## src/rtl/crc_mon_pkg.sv

```systemverilog
package crc_mon_pkg;

    localparam int CRC_W = 32;
    localparam logic [CRC_W-1:0] CRC_POLY = 32'h04C1_1DB7;

    typedef enum logic [1:0] {
        ST_IDLE   = 2'd0,
        ST_SEED   = 2'd1,
        ST_WALK   = 2'd2,
        ST_FINISH = 2'd3
    } mon_state_t;

    // One word folded into the running value, bit 31 first.
    function automatic logic [CRC_W-1:0] crc_fold(
        input logic [CRC_W-1:0] acc,
        input logic [CRC_W-1:0] word
    );
        logic [CRC_W-1:0] r;
        logic             fb;
        r = acc;
        for (int i = CRC_W - 1; i >= 0; i--) begin
            fb = r[CRC_W-1] ^ word[i];
            r  = {r[CRC_W-2:0], 1'b0} ^ (fb ? CRC_POLY : '0);
        end
        return r;
    endfunction

endpackage

```

## src/rtl/crc_tick_div.sv

```systemverilog
module crc_tick_div #(
    parameter int DIV_W = 8
) (
    input  logic             clk,
    input  logic             rst_n,
    input  logic [DIV_W-1:0] div_sel,
    output logic             tick
);

    logic [DIV_W-1:0] cnt_q;

    assign tick = (cnt_q >= div_sel);

    always_ff @(posedge clk or negedge rst_n) begin
        if (!rst_n) begin
            cnt_q <= '0;
        end else if (tick) begin
            cnt_q <= '0;
        end else begin
            cnt_q <= cnt_q + 1'b1;
        end
    end


    tick_spacing_chk: assert property (@(posedge clk) disable iff (!rst_n)
        (tick && div_sel != '0) ##1 $stable(div_sel) |-> !tick);

endmodule

```

## src/rtl/crc_seed_store.sv

```systemverilog
module crc_seed_store #(
    parameter int W = 32
) (
    input  logic         clk,
    input  logic         rst_n,
    input  logic         load,
    input  logic [W-1:0] load_val,
    input  logic         shift_en,
    input  logic         shift_in,
    output logic [W-1:0] q,
    output logic         shift_out
);

    always_ff @(posedge clk or negedge rst_n) begin
        if (!rst_n) begin
            q <= '0;
        end else if (load) begin
            q <= load_val;
        end else if (shift_en) begin
            q <= {q[W-2:0], shift_in};
        end
    end

    assign shift_out = q[W-1];


    store_hold_chk: assert property (@(posedge clk) disable iff (!rst_n)
        (!shift_en && !load) |=> $stable(q));

endmodule

```

## src/rtl/crc_fold_engine.sv

```systemverilog
module crc_fold_engine
    import crc_mon_pkg::*;
(
    input  logic             clk,
    input  logic             rst_n,
    input  logic             seed_en,
    input  logic [CRC_W-1:0] seed_val,
    input  logic             fold_en,
    input  logic [CRC_W-1:0] word,
    output logic [CRC_W-1:0] acc
);

    logic [CRC_W-1:0] acc_d;

    always_comb begin
        acc_d = acc;
        if (seed_en) begin
            acc_d = seed_val;
        end else if (fold_en) begin
            acc_d = crc_fold(acc, word);
        end
    end

    always_ff @(posedge clk or negedge rst_n) begin
        if (!rst_n) begin
            acc <= '0;
        end else begin
            acc <= acc_d;
        end
    end


    engine_hold_chk: assert property (@(posedge clk) disable iff (!rst_n)
        (!seed_en && !fold_en) |=> $stable(acc));

endmodule

```

## src/rtl/cfg_crc_monitor.sv

```systemverilog
module cfg_crc_monitor
    import crc_mon_pkg::*;
#(
    parameter  int DEPTH  = 16,
    parameter  int DIV_W  = 8,
    localparam int ADDR_W = (DEPTH > 1) ? $clog2(DEPTH) : 1
) (
    input  logic              clk,
    input  logic              rst_n,
    input  logic              init_done,
    input  logic [CRC_W-1:0]  exp_sig,
    input  logic [DIV_W-1:0]  div_sel,
    output logic [ADDR_W-1:0] mem_addr,
    input  logic [CRC_W-1:0]  mem_rdata,
    input  logic              scan_en,
    input  logic              scan_in,
    output logic              scan_out,
    output logic [CRC_W-1:0]  signature,
    output logic              crc_err,
    output logic              pass_done
);

    mon_state_t       state_q, state_d;
    logic             tick;
    logic             last_addr;
    logic             cap_sig, seed_en, fold_en, finish;
    logic [CRC_W-1:0] stored;
    logic [CRC_W-1:0] acc;

    crc_tick_div #(.DIV_W(DIV_W)) u_div (
        .clk     (clk),
        .rst_n   (rst_n),
        .div_sel (div_sel),
        .tick    (tick)
    );

    crc_seed_store #(.W(CRC_W)) u_store (
        .clk       (clk),
        .rst_n     (rst_n),
        .load      (cap_sig),
        .load_val  (exp_sig),
        .shift_en  (scan_en),
        .shift_in  (scan_in),
        .q         (stored),
        .shift_out (scan_out)
    );

    crc_fold_engine u_engine (
        .clk      (clk),
        .rst_n    (rst_n),
        .seed_en  (seed_en),
        .seed_val (stored),
        .fold_en  (fold_en),
        .word     (mem_rdata),
        .acc      (acc)
    );

    assign last_addr = (mem_addr == ADDR_W'(DEPTH - 1));
    assign cap_sig   = (state_q == ST_IDLE) && init_done;
    assign seed_en   = (state_q == ST_SEED) && tick;
    assign fold_en   = (state_q == ST_WALK) && tick;
    assign finish    = (state_q == ST_FINISH) && tick;

    // Next state
    always_comb begin
        state_d = state_q;
        unique case (state_q)
            ST_IDLE:   if (init_done)         state_d = ST_SEED;
            ST_SEED:   if (tick)              state_d = ST_WALK;
            ST_WALK:   if (tick && last_addr) state_d = ST_FINISH;
            ST_FINISH: if (tick)              state_d = ST_SEED;
            default:                          state_d = ST_IDLE;
        endcase
    end

    // State register
    always_ff @(posedge clk or negedge rst_n) begin
        if (!rst_n) begin
            state_q <= ST_IDLE;
        end else begin
            state_q <= state_d;
        end
    end

    // Address and result outputs
    always_ff @(posedge clk or negedge rst_n) begin
        if (!rst_n) begin
            mem_addr  <= '0;
            signature <= '0;
            crc_err   <= 1'b0;
            pass_done <= 1'b0;
        end else begin
            pass_done <= finish;
            if (seed_en) begin
                mem_addr <= '0;
            end else if (fold_en && !last_addr) begin
                mem_addr <= mem_addr + 1'b1;
            end
            if (finish) begin
                signature <= acc;
                crc_err   <= |acc;
            end
        end
    end


    err_change_chk: assert property (@(posedge clk) disable iff (!rst_n)
        (crc_err != $past(crc_err)) |-> pass_done);


    err_matches_sig_chk: assert property (@(posedge clk) disable iff (!rst_n)
        crc_err == (signature != '0));


    done_pulse_chk: assert property (@(posedge clk) disable iff (!rst_n)
        pass_done |=> !pass_done);


    no_return_idle_chk: assert property (@(posedge clk) disable iff (!rst_n)
        (state_q != ST_IDLE) |=> (state_q != ST_IDLE));


    addr_on_tick_chk: assert property (@(posedge clk) disable iff (!rst_n)
        !tick |=> $stable(mem_addr));

endmodule

```

## config.mk

```make
export PLATFORM = sky130hd
export DESIGN_NAME = cfg_crc_monitor
export DESIGN_NICKNAME = d
export VERILOG_FILES = /design/src/rtl/crc_mon_pkg.sv /design/src/rtl/crc_tick_div.sv /design/src/rtl/crc_seed_store.sv /design/src/rtl/crc_fold_engine.sv /design/src/rtl/cfg_crc_monitor.sv
export SDC_FILE = /design/constraint.sdc
export NUM_CORES = 1
export LEC_CHECK = 0
export BUFFER_PORTS_ARGS = -buffer_cell sky130_fd_sc_hd__buf_2
export CAP_MARGIN = 5
export CORE_MARGIN = 1.5
export CORE_UTILIZATION = 39
export DETAILED_ROUTE_END_ITERATION = 7
export PLACE_DENSITY = 0.55
export SYNTH_ARGS = -nofsm -noshare
export SYNTH_HDL_FRONTEND = slang
export SYNTH_SLANG_ARGS = --single-unit
```

## constraint.sdc

```tcl
create_clock -name clk -period 4.33 [get_ports clk]
set_input_delay 0.433 -clock clk [delete_from_list [all_inputs] [get_ports clk]]
set_output_delay 0.433 -clock clk [all_outputs]
set_load 0.03 [all_outputs]
```

==> flow_summary.ini <==
[timing]
hold_viol_final = 0
fin_crit_ns = 3.96
rsz0062_at_grt = no
finalSetupViolations = 0
setup_tns_ns = 0
skew_ns = 0.0122
min_period_over_period_pct = 91.4
slew_violations = 0
fmax_mhz = 253
worst_slew_pin_slew_ns = 0.954
maxSlewHeadroom_pct = 36.4

[logic_synthesis]
synth_ff_type = dfrtp_1
yosys.area.top_type = dfrtp_1
synth_top_family_by_area = XOR/XNOR gates
synth-adder-area-share_pct = 2.32
ys_ff_latch = 112
synth_nets = 826
yosysMostFrequentCell = xnor2_1
yosys-top-cells-count = xnor2_1 (184), dfrtp_1 (112), o21ai_0 (49)
synth.area.mux_share_pct = 8.65
synth_area_um2 = 8100
synthCells = 734
synth_xor_area_share_pct = 38.5
syn_area_per_cell_um2 = 11.0
ys_async_sr_fraction_pct = 100
synth-simple-area-share_pct = 5.76
yosys_warnings = 0
synth-edff-count = 0
synth.area.top_cells = dfrtp_1 (35%), xnor2_1 (20%), xor2_1 (5.2%), mux2_2 (4.5%), mux2i_1 (4.2%)
synth_cell_types = 40
synth-seq-area-share_pct = 34.6
netlist.area_leader.share_pct = 34.6
synth_compound_area_share_pct = 7.94

[routing]
drt_iter0_markers = 277
drtAntennaViolNets = 0
drcViolationCount = 0
route.detailed.wl_per_inst_um = 20.5
first_pass_iters = 5
vias = 5876
viasPerCell = 5.15
routed_wl_um = 23300

[finish]
multi_input_area_um2 = 5120
num_antenna_cells = 0
area_delta_synth_final_pct = 16.6
drive_gt1_share_pct = 28.0
finalNetCount = 957
num-fill-cells = 1947
seq_area_um2 = 2800

[global_route]
grt_pass1_vias = 6067
antenna_found_initial = 0
gr-total-overflow = 0
grt_pass1_wl_um = 36100
grtUsageTotal_pct = 22.3
grt_max_degree = 65

[worst_setup_path]
start_kind = register
end_kind = register
reg2reg_from = u_engine.acc[31]$_DFFE_PN0P_
slowest_stage = xor3_1
startpoint = u_engine.acc[31]$_DFFE_PN0P_
crit_chain = xnor2_4 -> xor3_1 -> xnor2_1 -> xnor2_1 -> xnor2_1 -> xnor2_2 -> buf_4 -> xor2_1 -> xor2_1 -> xnor2_1 -> xnor2_1 -> o21ai_1
r2r_end = u_engine.acc[13]$_DFFE_PN0P_
cp-endpoint = u_engine.acc[13]$_DFFE_PN0P_
worst_ep_required_time_ns = 4.57
crit_type = reg -> reg
r2r_cells = 12
cp.arrival_ns = 4.19
worstPathMaxFanout = 6
worst_path_most_repeated_cell = xnor2_1
slowest_delay_ns = 0.61
r2r_setup_slack_ns = 0.37

[status]
outcome = finished, final reports clean

[die]
fp.coreArea_um2 = 20300
die_height_um = 147
die_w_um = 147
io_pins = 116
dieArea_um2 = 21600
initial_core_util_pct = 39.9
fp-row-count = 52

[clock_tree]
cts_root_buffer = clkbuf_16
clockBufferDepth = 2
clk_latency_ns = 0.36
cts_buffers = 9
clk_pin_slew_ns = 0.08
post_cts_resized = 0
clock_sinks = 112
cts_tree = built
htreeDepth = 3

[place]
dp_hpwl_um = 18600
numPortBuffers = 115
place_congestion = 0.974

[flow_run]
maxCapViolations = 0

[worst_hold_path]
min-delay-path-class = in -> async
==> kinds of logic (layout without fill, tap and decap cells) <==
kind of cell | count (synthesis) | after routing
compound gates | 109 | 109
xor+xnor | 284 | 284
fa+ha+maj | 15 | 15
buf+inv | 44 | 180
flops | 112 | 112
mux | 66 | 66
simple gates | 104 | 104
==> state kept, by name (all words and copies together), names as in the netlist <==
register / cells
crc_err: 1
mem_addr: 4
pass_done: 1
signature: 32
state_q: 2
u_div.cnt_q: 8
u_engine.acc: 32
u_store.q: 32
==> worst max-delay path, delay by kind of cell (launching register included) <==
family | cells | cell delay, ns
flip-flops | 1 | 0.52
AO/OA/AOI/OAI | 1 | 0.08
buffers and inverters | 1 | 0.16
XOR/XNOR | 10 | 3.07
==> worst min path at each step <==
stage                                    from                   endpoint  slack [ns]  depth (start not counted)
floorplan                               rst_n        crc_err$_DFFE_PN0P_        0.14                          0
global placement     signature[3]$_DFFE_PN0P_   signature[3]$_DFFE_PN0P_        0.48                          2
detailed placement  signature[26]$_DFFE_PN0P_  signature[26]$_DFFE_PN0P_        0.49                          1
CTS                                     rst_n   signature[9]$_DFFE_PN0P_        0.16                          1
global route                            rst_n  signature[16]$_DFFE_PN0P_        0.20                          1
finish                                  rst_n   signature[9]$_DFFE_PN0P_        0.14                          1
==> final cells by class <==
class                           instances  share of cell area (%)
Clock inverter                          6                   0.583
Sequential cell                       112                    29.7
Clock buffer                           10                    2.53
Multi-Input combinational cell        578                    54.2
Timing Repair Buffer                  148                    8.75
Tap cell                              270                    3.58
Inverter                               16                   0.636
==> layer usage <==
layer	global-route usage, %	wire length [um]
met2	34.7	10700
met5	0	0
met3	3.57	1160
met1	31.6	10900
met4	7.35	595
==> timing repair <==
action | CTS | global route
hold buffers | 0 | 0
setup endpoints to repair | 0 | 1
buffers inserted | 0 | 5
==> placed cells by master (no fill, tap or decap), drive strengths merged <==
cell,instances
nand3b,2
mux2,32
nor3,1
xnor2,214
xnor3,11
inv,21
xor2,58
a22oi,12
a21oi,14
o21ai,54
o22ai,12
nor4,8
dfrtp,112
clkinv,1
nand4,2
clkbuf,10
nand3,10
mux2i,34
o221ai,2
a31oi,3
or3,2
o21a,2
buf,148
xor3,1
nand2,42
a21o,7
nand2b,1
nor2,27
ha,15
and2,4
a22o,3
and3,5
==> metrics by stage <==
| step | std cells | utilization (%) | hold WS [ns] | area (um^2) | setup slack (ns) |
|---|---|---|---|---|---|
| floorplan | 734 | - | 0.137 | 8100 | 0.765 |
| global placement | 1119 | 44.9 | 0.483 | 9110 | 0.318 |
| detailed placement | 1119 | 44.9 | 0.491 | 9110 | 0.257 |
| CTS | 1135 | 46.3 | 0.155 | 9400 | 0.252 |
| global route | 1140 | 46.5 | 0.195 | 9440 | 0.160 |
| finish | 1140 | 46.5 | 0.137 | 9440 | 0.372 |
Power is left out: the tool's default activity adds up to more than one toggle a clock period on the data nets, which glitch-free logic cannot reach.
